[src/rtl/uart_tx_pkg.sv]
package uart_tx_pkg;
  typedef enum logic [1:0] {
    CH_NORMAL = 2'b00,
    CH_ECHO   = 2'b01,
    CH_LOCAL  = 2'b10,
    CH_REMOTE = 2'b11
  } ch_mode_e;

  localparam logic [1:0] ADDR_MODE   = 2'd0;
  localparam logic [1:0] ADDR_HOLD   = 2'd1;
  localparam logic [1:0] ADDR_OP_SET = 2'd2;
  localparam logic [1:0] ADDR_OP_CLR = 2'd3;

  localparam int MODE_W      = 8;
  localparam int MODE_CH_HI  = 7;
  localparam int MODE_CH_LO  = 6;
  localparam int MODE_AUTO   = 5;
  localparam int MODE_STOP2  = 3;
endpackage

[src/rtl/uart_mode_reg.sv]
module uart_mode_reg
  import uart_tx_pkg::*;
(
  input  logic              clk,
  input  logic              rst_n,
  input  logic              module_stop,
  input  logic              wr_en,
  input  logic [1:0]        wr_addr,
  input  logic [MODE_W-1:0] wr_data,
  output logic [MODE_W-1:0] mode_q,
  output logic [MODE_W-1:0] rd_data
);
  logic [MODE_W-1:0] mode_d;
  logic              mode_we;

  assign mode_we = wr_en && (wr_addr == ADDR_MODE) && !module_stop;

  always_comb begin
    mode_d = mode_q;
    if (mode_we) mode_d = wr_data;
  end

  always_ff @(posedge clk or negedge rst_n) begin
    if (!rst_n) mode_q <= '0;
    else        mode_q <= mode_d;
  end

  assign rd_data = module_stop ? '0 : mode_q;


  stopped_write_chk: assert property (@(posedge clk) disable iff (!rst_n)
    (module_stop && wr_en && wr_addr == ADDR_MODE) |=> $stable(mode_q));
endmodule

[src/rtl/uart_tx_core.sv]
module uart_tx_core #(
  parameter int DATA_W = 8,
  parameter int OVS    = 16
) (
  input  logic              clk,
  input  logic              rst_n,
  input  logic              baud_tick,
  input  logic              hold_wr,
  input  logic [DATA_W-1:0] hold_data,
  input  logic              two_stop,
  output logic              tx_ser,
  output logic              busy_o,
  output logic              hold_full_o
);
  localparam int FRAME_W = DATA_W + 3;
  localparam int TICK_W  = $clog2(OVS);
  localparam int CNT_W   = $clog2(FRAME_W + 1);

  logic [DATA_W-1:0]  hold_q, hold_d;
  logic               hold_full_q, hold_full_d;
  logic [FRAME_W-1:0] sh_q, sh_d;
  logic [CNT_W-1:0]   bits_q, bits_d;
  logic [TICK_W-1:0]  tick_q, tick_d;
  logic               busy_q, busy_d;
  logic               load;

  assign load = !busy_q && hold_full_q;

  always_comb begin
    hold_d      = hold_q;
    hold_full_d = hold_full_q;
    sh_d        = sh_q;
    bits_d      = bits_q;
    tick_d      = tick_q;
    busy_d      = busy_q;
    if (busy_q && baud_tick) begin
      if (tick_q == TICK_W'(OVS - 1)) begin
        tick_d = '0;
        sh_d   = {1'b1, sh_q[FRAME_W-1:1]};
        bits_d = bits_q - CNT_W'(1);
        if (bits_q == CNT_W'(1)) busy_d = 1'b0;
      end else begin
        tick_d = tick_q + TICK_W'(1);
      end
    end
    if (load) begin
      sh_d        = {2'b11, hold_q, 1'b0};
      bits_d      = two_stop ? CNT_W'(FRAME_W) : CNT_W'(FRAME_W - 1);
      tick_d      = '0;
      busy_d      = 1'b1;
      hold_full_d = 1'b0;
    end
    if (hold_wr) begin
      hold_d      = hold_data;
      hold_full_d = 1'b1;
    end
  end

  always_ff @(posedge clk or negedge rst_n) begin
    if (!rst_n) begin
      hold_q      <= '0;
      hold_full_q <= 1'b0;
      sh_q        <= '1;
      bits_q      <= '0;
      tick_q      <= '0;
      busy_q      <= 1'b0;
    end else begin
      hold_q      <= hold_d;
      hold_full_q <= hold_full_d;
      sh_q        <= sh_d;
      bits_q      <= bits_d;
      tick_q      <= tick_d;
      busy_q      <= busy_d;
    end
  end

  assign tx_ser      = busy_q ? sh_q[0] : 1'b1;
  assign busy_o      = busy_q;
  assign hold_full_o = hold_full_q;


  load_from_hold_chk: assert property (@(posedge clk) disable iff (!rst_n)
    $rose(busy_q) |-> $past(hold_full_q));


  start_bit_low_chk: assert property (@(posedge clk) disable iff (!rst_n)
    $rose(busy_q) |-> !tx_ser);
endmodule

[src/rtl/uart_rts_ctrl.sv]
module uart_rts_ctrl #(
  parameter int OVS = 16
) (
  input  logic clk,
  input  logic rst_n,
  input  logic baud_tick,
  input  logic op_set,
  input  logic op_clr,
  input  logic auto_req,
  input  logic rx_rts_ctl,
  input  logic tx_drained,
  input  logic hold_wr,
  output logic op_q
);
  localparam int DLY_W = $clog2(OVS);

  logic [DLY_W-1:0] dly_q, dly_d;
  logic             op_d;
  logic             auto_en;
  logic             armed;

  assign auto_en = auto_req && !rx_rts_ctl;
  assign armed   = auto_en && tx_drained && op_q && !hold_wr;

  always_comb begin
    dly_d = dly_q;
    op_d  = op_q;
    if (!armed) begin
      dly_d = '0;
    end else if (baud_tick) begin
      if (dly_q == DLY_W'(OVS - 1)) begin
        op_d  = 1'b0;
        dly_d = '0;
      end else begin
        dly_d = dly_q + DLY_W'(1);
      end
    end
    if (op_clr) op_d = 1'b0;
    if (op_set) op_d = 1'b1;
  end

  always_ff @(posedge clk or negedge rst_n) begin
    if (!rst_n) begin
      dly_q <= '0;
      op_q  <= 1'b0;
    end else begin
      dly_q <= dly_d;
      op_q  <= op_d;
    end
  end


  release_when_drained_chk: assert property (@(posedge clk) disable iff (!rst_n)
    ($fell(op_q) && !$past(op_clr)) |-> $past(tx_drained && auto_en));


  rx_owner_hold_chk: assert property (@(posedge clk) disable iff (!rst_n)
    (op_q && rx_rts_ctl && !op_clr) |=> op_q);


  no_auto_hold_chk: assert property (@(posedge clk) disable iff (!rst_n)
    (op_q && !auto_req && !op_clr) |=> op_q);
endmodule

[src/rtl/uart_loop_route.sv]
module uart_loop_route
  import uart_tx_pkg::*;
(
  input  ch_mode_e ch_mode,
  input  logic     tx_ser,
  input  logic     rx_pin,
  output logic     tx_pin,
  output logic     rx_int
);
  always_comb begin
    unique case (ch_mode)
      CH_ECHO:   begin tx_pin = rx_pin; rx_int = rx_pin; end
      CH_LOCAL:  begin tx_pin = 1'b1;   rx_int = tx_ser; end
      CH_REMOTE: begin tx_pin = rx_pin; rx_int = 1'b1;   end
      default:   begin tx_pin = tx_ser; rx_int = rx_pin; end
    endcase
  end
endmodule

[src/rtl/uart_tx_rts.sv]
module uart_tx_rts
  import uart_tx_pkg::*;
#(
  parameter int DATA_W = 8,
  parameter int OVS    = 16
) (
  input  logic        clk,
  input  logic        rst_n,
  input  logic        module_stop,
  input  logic        wr_en,
  input  logic [1:0]  wr_addr,
  input  logic [7:0]  wr_data,
  output logic [7:0]  rd_data,
  input  logic        baud_tick,
  input  logic        rx_pin,
  input  logic        rx_rts_ctl,
  output logic        tx_pin,
  output logic        rx_int,
  output logic        rts_n
);
  logic [1:0]        rst_sync_q;
  logic              rst_n_s;
  logic [MODE_W-1:0] mode_q;
  logic              hold_wr, op_set, op_clr;
  logic              tx_ser, busy, hold_full, op_bit;
  ch_mode_e          ch_mode;

  always_ff @(posedge clk or negedge rst_n) begin
    if (!rst_n) rst_sync_q <= 2'b00;
    else        rst_sync_q <= {rst_sync_q[0], 1'b1};
  end
  assign rst_n_s = rst_sync_q[1];

  assign hold_wr = wr_en && (wr_addr == ADDR_HOLD);
  assign op_set  = wr_en && (wr_addr == ADDR_OP_SET);
  assign op_clr  = wr_en && (wr_addr == ADDR_OP_CLR);
  assign ch_mode = ch_mode_e'(mode_q[MODE_CH_HI:MODE_CH_LO]);

  uart_mode_reg u_mode (
    .clk(clk), .rst_n(rst_n_s), .module_stop(module_stop),
    .wr_en(wr_en), .wr_addr(wr_addr), .wr_data(wr_data),
    .mode_q(mode_q), .rd_data(rd_data)
  );

  uart_tx_core #(.DATA_W(DATA_W), .OVS(OVS)) u_core (
    .clk(clk), .rst_n(rst_n_s), .baud_tick(baud_tick),
    .hold_wr(hold_wr), .hold_data(wr_data[DATA_W-1:0]),
    .two_stop(mode_q[MODE_STOP2]), .tx_ser(tx_ser),
    .busy_o(busy), .hold_full_o(hold_full)
  );

  uart_rts_ctrl #(.OVS(OVS)) u_rts (
    .clk(clk), .rst_n(rst_n_s), .baud_tick(baud_tick),
    .op_set(op_set), .op_clr(op_clr), .auto_req(mode_q[MODE_AUTO]),
    .rx_rts_ctl(rx_rts_ctl), .tx_drained(!busy && !hold_full),
    .hold_wr(hold_wr), .op_q(op_bit)
  );

  uart_loop_route u_route (
    .ch_mode(ch_mode), .tx_ser(tx_ser), .rx_pin(rx_pin),
    .tx_pin(tx_pin), .rx_int(rx_int)
  );

  assign rts_n = ~op_bit;


  local_idle_chk: assert property (@(posedge clk) disable iff (!rst_n_s)
    (mode_q[MODE_CH_HI:MODE_CH_LO] == CH_LOCAL) |-> tx_pin);


  echo_route_chk: assert property (@(posedge clk) disable iff (!rst_n_s)
    (mode_q[MODE_CH_HI:MODE_CH_LO] == CH_ECHO) |-> (tx_pin == rx_pin));


  remote_rx_quiet_chk: assert property (@(posedge clk) disable iff (!rst_n_s)
    (mode_q[MODE_CH_HI:MODE_CH_LO] == CH_REMOTE) |-> (rx_int && tx_pin == rx_pin));
endmodule

[config.mk]
export PLATFORM = sky130hd
export DESIGN_NAME = uart_tx_rts
export DESIGN_NICKNAME = d
export VERILOG_FILES = /design/src/rtl/uart_tx_pkg.sv /design/src/rtl/uart_mode_reg.sv /design/src/rtl/uart_tx_core.sv /design/src/rtl/uart_rts_ctrl.sv /design/src/rtl/uart_loop_route.sv /design/src/rtl/uart_tx_rts.sv
export SDC_FILE = /design/constraint.sdc
export NUM_CORES = 1
export LEC_CHECK = 0
export BUFFER_PORTS_ARGS = -buffer_cell sky130_fd_sc_hd__buf_2
export CAP_MARGIN = 10
export CORE_MARGIN = 3
export CORE_UTILIZATION = 58
export DETAILED_ROUTE_END_ITERATION = 10
export GPL_TIMING_DRIVEN = 0
export PLACE_DENSITY = 0.78
export SLEW_MARGIN = 20
export SYNTH_ARGS = -nofsm -noshare
export SYNTH_HDL_FRONTEND = slang
export SYNTH_SLANG_ARGS = --single-unit
[constraint.sdc]
create_clock -name clk -period 3.7 [get_ports clk]
set_clock_uncertainty 0.15 [all_clocks]
set_input_delay 0.555 -clock clk [delete_from_list [all_inputs] [get_ports clk]]
set_output_delay 0.555 -clock clk [all_outputs]
set_load 0.01 [all_outputs]
==> results of run 1 <==
==> metrics by stage <==
stage / utilization (%) / cell area [sq um] / hold WS, ns
CTS: 72.1 / 2270 / 0.00831
floorplan: - / 1980 / 0.109
global route: 72.1 / 2270 / 0.0213
finish: 72.1 / 2270 / -0.0108
detailed placement: 69.3 / 2190 / 0.00461
global placement: 68.7 / 2160 / 0.187
==> how the worst max path moves through the flow <==
| stage | cells after the start | to |
|---|---|---|
| after global placement | 3 | u_mode.mode_q[4]$_DFFE_PN0P_ |
| after global routing | 5 | rx_int |
| after CTS | 5 | rx_int |
| final | 5 | rx_int |
| after detailed placement | 3 | u_mode.mode_q[1]$_DFFE_PN0P_ |
| after floorplan | 3 | u_mode.mode_q[0]$_DFFE_PN0P_ |
==> sequential cells by signal, indices dropped and copies added, names as in the netlist <==
name                cells
u_rts.op_q              1
u_core.tick_q           4
u_core.bits_q           4
rst_sync_q              2
u_rts.dly_q             4
u_core.sh_q             9
u_mode.mode_q           8
u_core.hold_full_o      1
u_core.hold_q           8
u_core.busy_o           1
==> worst max-delay path, delay by kind of cell (launching register included) <==
family,cells,cell delay (ns)
compound gates,2,0.26
buf+inv,2,0.29
flops,1,0.36
simple gates,1,0.26
==> layer usage <==
layer	share of wire, %	vias up	GRT usage (%)
li1	-	717	-
met1	43	740	28.0
met2	51	36	37.1
met3	4.0	8	4.16
met4	1.7	0	9.50
met5	0	-	0
==> layout make-up <==
class	instances	area [sq um]	share of cell area [%]
repair buffers	27	155	6.82
plain buffers	9	42.5	1.87
well taps	44	55.1	2.42
clock buffers	8	78.8	3.47
flip-flops and latches	42	1060	46.8
inverters	8	30.0	1.32
multi-input cells	125	850	37.3
==> report_power, final <==
| group | internal (uW) | switching [uW] | leakage, uW |
|---|---|---|---|
| sequential | 602 | 83.5 | 0.000493 |
| combinational | 135 | 133 | 0.000455 |
| clock | 130 | 150 | 0.0000446 |
==> cell usage after synthesis (2+ instances only) <==
| cell | count | area share (%) |
|---|---|---|
| o21ai_0 | 14 | 3.5 |
| dfrtp_1 | 33 | 42 |
| nand3b_1 | 3 | 1.1 |
| nand2b_1 | 3 | 0.95 |
| mux2_2 | 15 | 8.5 |
| nand2_1 | 15 | 2.8 |
| inv_1 | 8 | 1.5 |
| clkbuf_1 | 6 | 1.1 |
| xor2_1 | 2 | 0.88 |
| or3_1 | 3 | 0.95 |
| o31ai_1 | 2 | 0.76 |
| a21oi_1 | 5 | 1.3 |
| mux2i_1 | 3 | 1.5 |
| a31oi_1 | 7 | 2.2 |
| nand3_1 | 10 | 2.5 |
| nor2b_1 | 8 | 2.5 |
| dfstp_2 | 9 | 12 |
| nor2_1 | 11 | 2.1 |
| ha_1 | 4 | 2.5 |
==> logic make-up after synthesis <==
kind of cell	share of synthesized area [%]
other	0.189
buffers and inverters	3.66
multiplexers	10.0
flip-flops	53.5
AO/OA/AOI/OAI	11.5
XOR/XNOR	0.883
AND/OR/NAND/NOR	17.7
adder cells (fa/ha/maj)	2.52
==> cell usage in the layout (no fill, tap or decap), types with 2 or more instances in the layout <==
cell type	count
a21oi_1	5
a31oi_1	7
buf_2	26
clkbuf_1	6
clkbuf_4	5
clkbuf_8	3
dfrtp_1	32
dfstp_2	9
ha_1	4
inv_1	8
mux2_2	15
mux2i_1	3
nand2_1	15
nand2b_1	3
nand3_1	10
nand3b_1	3
nor2_1	11
nor2b_1	8
o21ai_0	14
o31ai_1	2
or3_1	3
xor2_1	2
==> summary.md, run 1 <==
| Metric | Value |
|---|---|
| Post-CTS Setup Inserts | 0 |
| Sequential element share of the synthesized area | 53.5% |
| Post-route ant nets | 0 |
| Fin crit period | 2.24 ns |
| Gr usage total | 22.1% |
| CTS Hold Bufs | 1 |
| Hpwl dp | 2930 microns |
| Fin Hold WS | -0.0108 ns |
| Remaining DRCs | 0 |
| R2r endpoint | u_rts.op_q$_DFFE_PN0P_ |
| H-tree levels | 2 |
| Boundary pin count | 28 |
| Post-DR wirelength/cell | 15.2 microns |
| Final setup viols | 0 |
| Mapped cell area | 1980 sq um |
| Layout cells sized above 1 | 29.2% |
| Max Root-Sink Buffers | 2 |
| Via density | 5.71 |
| Fillcell total | 248 |
| Post-Synthesis Cells | 184 |
| MaxCap Viol Count | 0 |
| Vias | 1,501 |
| Clk Latency, worst-skew pair | 0.36 ns |
| Chip Height | 64.5 microns |
| Crit path max fanout | 10 |
| Slew Limit Headroom | 59.9% |
| Status | finished, violations left |
| Post-placement cell count | 254 |
| Port bufs | 25 |
| Critical Path Source | u_core.busy_o$_DFFE_PN0P_ |
| Fin cells | 263 |
| Setup TNS | 0 ns |
| Worst r2r path cells | 4 |
| Row count | 20 |
| # nets final | 239 |
| Critical path type | reg -> out |
| Unrepaired setup endpoints after global routing | false |
| P_leak | 0.000992 uW |
| RR Startpoint | u_core.busy_o$_DFFE_PN0P_ |
| Total global routing overflow | 0 |
| Count of final max-slew check failures | 0 |
| Reg clk slew, reported paths | 0.13 ns |
| CTS tree | yes |
| Fin. Hold Viols | 8 |
| Cell mode on critical path | o21ai_0 |
| Num Clock Sinks | 42 |
| Initial detailed-routing violation count | 64 |
| R2r setup slk | 1.81 ns |
| F_max | 447 MHz |
| EDFF count, synth | 0 |
| TritonCTS buffer count | 5 |
| Pre-antenna DRT Iters | 4 |
| Crit-path slowest cell | dfrtp_1 |
| Worst Path Arrival | 1.53 ns |
| Avg Inst Size Synth | 10.8 sq um |
| CTS resizes | 0 |
| Vias in the first global route | 1,514 |
| Asr flop ratio synth | 100% |
| Routability cong. | 0.824 |
| Setup WS pre-CTS | 1.54 ns |
| Post-synthesis register bit count | 42 |
| CP cell instances | buf_6 -> or2b_1 -> o21ai_0 -> o21ai_0 -> buf_2 |
| Total power | 1230 uW |
| Initial Util | 62.9% |
| First-pass GRT wire length | 7020 microns |
| Worst Slack Setup Final | 1.46 ns |
| Die X | 64.5 microns |
| Setup crit end kind | output pin |
| Largest net degree at the start of global routing | 30 |
| Tcrit/Tclk final | 60.5% |
| Ant. Diodes | 0 |
| Core Region | 3150 sq um |
| Initial antenna violation count | 0 |
| CTS root buffer | clkbuf_4 |
| Worst hold path class | reg -> async |
| Routed wire length | 4000 microns |
| Worst path max stage delay | 0.36 ns |
| PD cells | 542 nW/um^2 |
| Yosys cell types | 42 |
| Yosys warning total | 0 |
| Die area | 4160 sq um |
| Layout area overhead | 14.6% |
| Max rail drop VDD | 0.000369 V |
| Worst-Margin Slew | 0.599 ns |
| Critical path launch point type | flop |
| Syn nets | 205 |
| Top_reg_cell synth | dfrtp_1 |
| Worst path required time | 2.99 ns |
| Failing checks | hold timing |
Note: power is estimated with default switching activity, not from simulation.
==> inputs of run 2 (changes only) <==
--- a/config.mk
+++ b/config.mk
@@ -8,10 +8,10 @@
 export BUFFER_PORTS_ARGS = -buffer_cell sky130_fd_sc_hd__buf_2
 export CAP_MARGIN = 10
 export CORE_MARGIN = 3
-export CORE_UTILIZATION = 58
+export CORE_UTILIZATION = 56
 export DETAILED_ROUTE_END_ITERATION = 10
 export GPL_TIMING_DRIVEN = 0
-export PLACE_DENSITY = 0.78
+export PLACE_DENSITY = 0.75
 export SLEW_MARGIN = 20
 export SYNTH_ARGS = -nofsm -noshare
 export SYNTH_HDL_FRONTEND = slang
==> constraint.sdc (replaced) <==
create_clock -name clk -period 2.08 [get_ports clk]
set_clock_uncertainty 0.15 [all_clocks]
set_input_delay 0.312 -clock clk [delete_from_list [all_inputs] [get_ports clk]]
set_output_delay 0.312 -clock clk [all_outputs]
set_load 0.01 [all_outputs]
==> summary.md, run 2 (synthesis results as in run 1) <==
| Metric | Value |
|---|---|
| Worst Path Arrival | 1.45 ns (was 1.53 ns) |
| Fin cells | 263 (unchanged) |
| Commonest non-fill, non-tap cells in the layout | dfrtp_1, buf_2, nand2_1, mux2_2, o21ai_0 (unchanged) |
| Max rail drop VDD | 0.000525 V (was 0.000369 V) |
| Pre-antenna DRT Iters | 4 (unchanged) |
| Critical path type | reg -> out (unchanged) |
| Via density | 5.78 (was 5.71) |
| CTS root buffer | clkbuf_4 (unchanged) |
| Layout area overhead | 14.0% (was 14.6%) |
| Largest net degree at the start of global routing | 23 (was 30) |
| CTS tree | yes (unchanged) |
| Vias in the first global route | 1,549 (was 1,514) |
| F_max | 522 MHz |
| Chip Height | 65.5 microns (was 64.5 microns) |
| Initial detailed-routing violation count | 88 (was 64) |
| P_leak | 0.000983 uW (was 0.000992 uW) |
| Fin. Hold Viols | 0 (was 8) |
| Vias | 1,519 (was 1,501) |
| Hpwl dp | 2900 microns (was 2930 microns) |
| Max Root-Sink Buffers | 2 (unchanged) |
| # nets final | 239 (unchanged) |
| CTS Hold Bufs | 1 (unchanged) |
| Sequential Power Share | 58.1% (was 55.6%) |
| Max reg flops | 9 (unchanged) |
| Clk Latency, worst-skew pair | 0.35 ns (was 0.36 ns) |
| Setup TNS | 0 ns (unchanged) |
| First-pass GRT wire length | 6880 microns (was 7020 microns) |
| Worst path required time | 1.62 ns (was 2.99 ns) |
| Routability cong. | 0.802 (was 0.824) |
| Ant. Diodes | 0 (unchanged) |
| Tcrit/Tclk final | 92.0% |
| Crit path max fanout | 10 (unchanged) |
| Row count | 20 (unchanged) |
| Slew Limit Headroom | 59.8% (was 59.9%) |
| Port bufs | 25 (unchanged) |
| Post-placement cell count | 254 (unchanged) |
| MaxCap Viol Count | 0 (unchanged) |
| Worst-Margin Slew | 0.601 ns (was 0.599 ns) |
| Biggest regs | u_core.sh_q: 9 flops, u_core.hold_q: 8 flops, u_mode.mode_q: 8 flops (unchanged) |
| Final core occ | 70.6% (was 72.1%) |
| Setup crit end kind | output pin (unchanged) |
| TritonCTS buffer count | 5 (unchanged) |
| Die area | 4290 sq um (was 4160 sq um) |
| Routed wire length | 3980 microns (was 4000 microns) |
| Gr usage total | 21.0% (was 22.1%) |
| Reg clk slew, reported paths | 0.12 ns (was 0.13 ns) |
| Power Internal | 1480 uW (was 867 uW) |
| Critical path launch point type | flop (unchanged) |
| Remaining DRCs | 0 (unchanged) |
| Final setup viols | 0 (unchanged) |
| Num Clock Sinks | 42 (unchanged) |
| PD cells | 930 nW/um^2 (was 542 nW/um^2) |
| Unrepaired setup endpoints after global routing | false (unchanged) |
| Count of final max-slew check failures | 0 (unchanged) |
| Initial antenna violation count | 0 (unchanged) |
| Fin crit period | 1.91 ns |
| Clk pwr share | 19.6% (was 22.7%) |
| Most common cell after layout, fill and taps aside | dfrtp_1 (unchanged) |
| Biggest register | u_core.sh_q (unchanged) |
| Core Region | 3200 sq um (was 3150 sq um) |
| Layout cells sized above 1 | 28.3% (was 29.2%) |
| Post-DR wirelength/cell | 15.1 microns (was 15.2 microns) |
| Post-route ant nets | 0 (unchanged) |
| Status | completed (was finished, violations left) |
| Comb power frac | 22.3% (was 21.7%) |
| Die X | 65.5 microns (was 64.5 microns) |
| Switching Power | 625 uW (was 366 uW) |
| Total global routing overflow | 0 (unchanged) |
| H-tree levels | 2 (unchanged) |
| Boundary pin count | 28 (unchanged) |
| CTS resizes | 0 (unchanged) |
| Worst hold path class | in -> reg (was reg -> async) |
| Switching share of power | 29.7% (about the same) |
| Initial Util | 62.0% (was 62.9%) |
| Post-CTS Setup Inserts | 0 (unchanged) |
run 2: layout make-up:
class	instances	area, sq um
Sequential cell	42	1060
Timing Repair Buffer	27	163
Clock buffer	8	58.8
Fill cell	256	941
Inverter	8	30.0
Multi-Input combinational cell	125	850
Buffer	9	42.5
Tap cell	44	55.1
run 2: power by group through the flow:
| stage | combinational (uW) | sequential, uW | clock, uW |
|---|---|---|---|
| floorplan | 344 | 1190 | 0 |
| global placement | 428 | 1220 | 0 |
| detailed placement | 471 | 1230 | 0 |
| CTS | 474 | 1220 | 421 |
| global route | 545 | 1250 | 452 |
| finish | 468 | 1220 | 413 |
run 2: critical path: stages (launching register included):
cell	delay, ns
dfrtp_1	0.36
buf_6	0.14
or2b_1	0.24
o21ai_0	0.13
o21ai_0	0.09
buf_2	0.14
run 2: worst paths after layout:
kind,start,to,slack (ns),cells after the start
max in group asynchronous,rst_sync_q[1]$_DFF_PN0_,u_core.sh_q[4]$_DFFE_PN1P_,1.20,1
worst max register to register,u_core.busy_o$_DFFE_PN0P_,u_rts.dly_q[3]$_DFFE_PN0P_,0.22,4
worst min-delay path,wr_data[5],u_mode.mode_q[5]$_DFFE_PN0P_,0.03,3
worst min register to register,rst_sync_q[1]$_DFF_PN0_,u_mode.mode_q[3]$_DFFE_PN0P_,0.05,0
worst max-delay path,u_core.busy_o$_DFFE_PN0P_,rx_int,0.17,5
min in group asynchronous,rst_sync_q[1]$_DFF_PN0_,u_mode.mode_q[3]$_DFFE_PN0P_,0.05,0
run 2: routing by layer:
layer | track usage, % | vias to the layer above | share of wire, %
met1 | 27.2 | 750 | 43
met2 | 34.9 | 43 | 51
met3 | 4.10 | 9 | 4.3
met5 | 0 | - | 0
li1 | - | 717 | -
met4 | 7.77 | 0 | 1.6
run 2: stage by stage:
step	hold slack (ns)	total power, uW	cell area, sq um	setup WS, ns
after floorplan	-0.134	1530	1980	0.337
after global placement	-0.0542	1650	2160	0.268
after detailed placement	-0.0529	1700	2190	0.214
after CTS	0.0209	2110	2260	0.164
after global routing	0.0394	2250	2260	0.0918
final	0.0255	2100	2260	0.166
==> inputs of run 3 (changes only) <==
--- a/config.mk
+++ b/config.mk
@@ -15,4 +15,5 @@
 export SLEW_MARGIN = 20
 export SYNTH_ARGS = -nofsm -noshare
 export SYNTH_HDL_FRONTEND = slang
+export SYNTH_HIERARCHICAL = 1
 export SYNTH_SLANG_ARGS = --single-unit
==> summary.md, run 3 <==
| Metric | Value |
|---|---|
| Layout area overhead | 13.9% (was 14.0%) |
| Max rail drop VDD | 0.000744 V (was 0.000525 V) |
| MaxCap Viol Count | 0 (unchanged) |
| Largest net degree at the start of global routing | 28 (was 23) |
| Die X | 66.4 microns (was 65.5 microns) |
| Worst-Margin Slew | 0.578 ns (was 0.601 ns) |
| H-tree levels | 2 (unchanged) |
| Remaining DRCs | 0 (unchanged) |
| Max reg flops | 9 (unchanged) |
| Die area | 4400 sq um (was 4290 sq um) |
| Routed wire length | 4090 microns (was 3980 microns) |
| Comb power frac | 27.8% (was 22.3%) |
| R2r endpoint | u_core/busy_o$_DFFE_PN0P_ (was u_rts.dly_q[3]$_DFFE_PN0P_) |
| Fin. Hold Viols | 0 (unchanged) |
| Vias | 1,490 (was 1,519) |
| Asr flop ratio synth | 100% (unchanged) |
| Clk Latency, worst-skew pair | 0.34 ns (was 0.35 ns) |
| Row count | 21 (was 20) |
| Area of the multi-input gates | 920 sq um (was 850 sq um) |
| F_max | 496 MHz (was 522 MHz) |
| CTS resizes | 0 (unchanged) |
| Worst Path Arrival | 1.55 ns (was 1.45 ns) |
| First-pass GRT wire length | 6970 microns (was 6880 microns) |
| Yosys warning total | 6 (was 0) |
| Worst path required time | 1.62 ns (about the same) |
| RR Startpoint | u_core/tick_q[0]$_DFFE_PN0P_ (was u_core.busy_o$_DFFE_PN0P_) |
| Port bufs | 27 (was 25) |
| Worst r2r path cells | 4 (unchanged) |
| Layout cells sized above 1 | 38.6% (was 28.3%) |
| Final setup viols | 0 (unchanged) |
| Fin crit period | 2.02 ns (was 1.91 ns) |
| P_leak | 0.00104 uW (was 0.000983 uW) |
| Final core occ | 68.0% (was 70.6%) |
| Most common cell after layout, fill and taps aside | dfrtp_1 (unchanged) |
| Post-route ant nets | 0 (unchanged) |
| Worst Slack Setup Final | 0.0650 ns (was 0.166 ns) |
| EDFF count, synth | 0 (unchanged) |
| Switching Power | 788 uW (was 625 uW) |
| Area contributors post-synth | dfrtp_1, dfstp_2, mux2_2, a21oi_1, nor2_1 (was dfrtp_1, dfstp_2, mux2_2, o21ai_0, nand2_1) |
| Setup WS pre-CTS | 0.353 ns (was 0.214 ns) |
| Switching share of power | 33.3% (was 29.7%) |
| Clk pwr share | 17.0% (was 19.6%) |
| Total power | 2370 uW (was 2100 uW) |
| Setup TNS | 0 ns (unchanged) |
| Sequential Power Share | 55.1% (was 58.1%) |
| Worst Setup EP | rx_int (unchanged) |
| Critical path launch point type | flop (unchanged) |
| TritonCTS buffer count | 5 (unchanged) |
| Post-synth top area cell | dfrtp_1 (unchanged) |
| Post-Synthesis Cells | 178 (was 184) |
| CTS tree | yes (unchanged) |
| Yosys cell types | 46 (was 42) |
| Via density | 5.71 (was 5.78) |
| Status | completed (unchanged) |
| Post-synth top cells | dfrtp_1, nor2_1, mux2_2 (was dfrtp_1, mux2_2, nand2_1) |
| Syn nets | 199 (was 205) |
| Reg clk slew, reported paths | 0.13 ns (was 0.12 ns) |
| Initial Util | 59.7% (was 62.0%) |
| Boundary pin count | 28 (unchanged) |
| Mapped cell area | 2040 sq um (was 1980 sq um) |
| Placed Area | 2250 sq um (was 2190 sq um) |
| Max Root-Sink Buffers | 2 (unchanged) |
| # nets final | 235 (was 239) |
| Ant. Diodes | 0 (unchanged) |
| Biggest register | u_core/sh_q (was u_core.sh_q) |
| Tcrit/Tclk final | 96.9% (was 92.0%) |
| Biggest regs | u_core/sh_q: 9 flops, u_core/hold_q: 8 flops, u_mode/mode_q: 8 flops (was u_core.sh_q: 9 flops, u_core.hold_q: 8 flops, u_mode.mode_q: 8 flops) |
| Critical Path Source | u_core/busy_o$_DFFE_PN0P_ (was u_core.busy_o$_DFFE_PN0P_) |
| Count of final max-slew check failures | 0 (unchanged) |
| Initial detailed-routing violation count | 62 (was 88) |
| Post-synth top area share | 40.5% (was 41.6%) |
| Post-synthesis register bit count | 42 (unchanged) |
| Hpwl dp | 3030 microns (was 2900 microns) |
| Routability cong. | 0.804 (was 0.802) |
| Crit path max fanout | 10 (unchanged) |
| Gr usage total | 21.0% (about the same) |
| R2r setup slk | 0.40 ns (was 0.22 ns) |
| Top_reg_cell synth | dfrtp_1 (unchanged) |
| Worst hold path class | reg -> async (was in -> reg) |
| Sequential element share of the synthesized area | 52.1% (was 53.5%) |
| Avg Inst Size Synth | 11.5 sq um (was 10.8 sq um) |
| Vias in the first global route | 1,523 (was 1,549) |
| Chip Height | 66.4 microns (was 65.5 microns) |
| Core Region | 3420 sq um (was 3200 sq um) |
| Final instance area | 2320 sq um (was 2260 sq um) |
| Setup crit end kind | output pin (unchanged) |
| Commonest non-fill, non-tap cells in the layout | dfrtp_1, buf_2, nor2_1 (was dfrtp_1, buf_2, nand2_1, mux2_2, o21ai_0) |
| Power Internal | 1580 uW (was 1480 uW) |
| CTS root buffer | clkbuf_4 (unchanged) |
| Slew Limit Headroom | 61.3% (was 59.8%) |
| Initial antenna violation count | 0 (unchanged) |
| Pre-antenna DRT Iters | 4 (unchanged) |
| Fillcell total | 275 (was 256) |
| Count leader, synth | dfrtp_1 (unchanged) |
| Critical path type | reg -> out (unchanged) |
| Total global routing overflow | 0 (unchanged) |
| Num Clock Sinks | 42 (unchanged) |
| Post-DR wirelength/cell | 15.7 microns (was 15.1 microns) |
| PD cells | 1020 nW/um^2 (was 930 nW/um^2) |
| Unrepaired setup endpoints after global routing | false (unchanged) |
| Area occupied by registers | 1060 sq um (unchanged) |
==> run 3: cell count changes after synthesis, moves of 8 or more <==
cell,previous run,this run
o21ai_0,14,1
a21oi_1,5,16
nand2_1,15,5
nor2_1,11,20
and2b_2,0,8
==> run 3: per-layer routing <==
metal | vias to the layer above | routed length (microns) | share of wire [%] | track usage, %
li1 | 716 | - | - | -
met1 | 737 | 1730 | 42 | 25.1
met2 | 31 | 2170 | 53 | 37.7
met3 | 6 | 132 | 3.2 | 3.57
met4 | 0 | 52 | 1.3 | 7.36
met5 | - | 0 | 0 | 0
==> run 3: worst min path at each step <==
stage | from | endpoint | cells after the start
5_1_grt | wr_data[7] | u_mode/mode_q[7]$_DFFE_PN0P_ | 2
3_3_place_gp | rst_n | rst_sync_q[1]$_DFF_PN0_ | 1
2_1_floorplan | rst_n | rst_sync_q[0]$_DFF_PN0_ | 0
4_1_cts | rst_sync_q[1]$_DFF_PN0_ | u_core/tick_q[1]$_DFFE_PN0P_ | 0
3_5_place_dp | rst_n | rst_sync_q[0]$_DFF_PN0_ | 1
6_report | rst_sync_q[1]$_DFF_PN0_ | u_core/tick_q[1]$_DFFE_PN0P_ | 0
==> run 3: worst max-delay path, cell delays in order, from the launching register on <==
cell     delay (ns)
dfrtp_1        0.44
buf_6          0.16
or2b_1         0.28
nor2_1         0.11
a21oi_1        0.07
buf_2          0.14
==> run 3: power by group through the flow <==
stage / combinational [uW] / clock, uW / sequential [uW]
floorplan: 494 / 0 / 1270
global placement: 605 / 0 / 1310
detailed placement: 656 / 0 / 1320
CTS: 662 / 416 / 1300
global route: 737 / 459 / 1340
finish: 660 / 404 / 1310
==> run 3: area by class of cell <==
type	count	area share, %
multi-input combinational	126	39.6
clock inverter	3	0.916
inverter	4	0.647
tap	46	2.48
timing repair buffer	29	7.11
sequential	42	45.8
clock buffer	5	1.62
buffer	6	1.83
==> run 3: logic make-up (layout without fill, tap and decap cells) <==
| logic type | after synthesis | count (layout) | synth area share [%] |
|---|---|---|---|
| simple gates | 61 | 61 | 18.7 |
| xor+xnor | 4 | 4 | 1.72 |
| fa+ha+maj | 4 | 4 | 2.45 |
| flops | 42 | 42 | 52.1 |
| buf+inv | 10 | 47 | 2.82 |
| compound gates | 38 | 38 | 12.2 |
| other cells | 1 | 1 | 0.184 |
| mux | 18 | 18 | 9.88 |
==> run 3: timing repair <==
action | CTS | global route
endpoints found under the hold margin | 2 | 0
hold buffers | 1 | 0
endpoints found under the setup margin | 0 | 0
setup buffers | 0 | 0
==> run 3: through the flow <==
stage | instances | hold slack [ns]
finish | 261 | 0.0325
global route | 261 | 0.0344
CTS | 261 | 0.0418
detailed placement | 252 | -0.0522
global placement | 251 | -0.0530
floorplan | 178 | -0.134
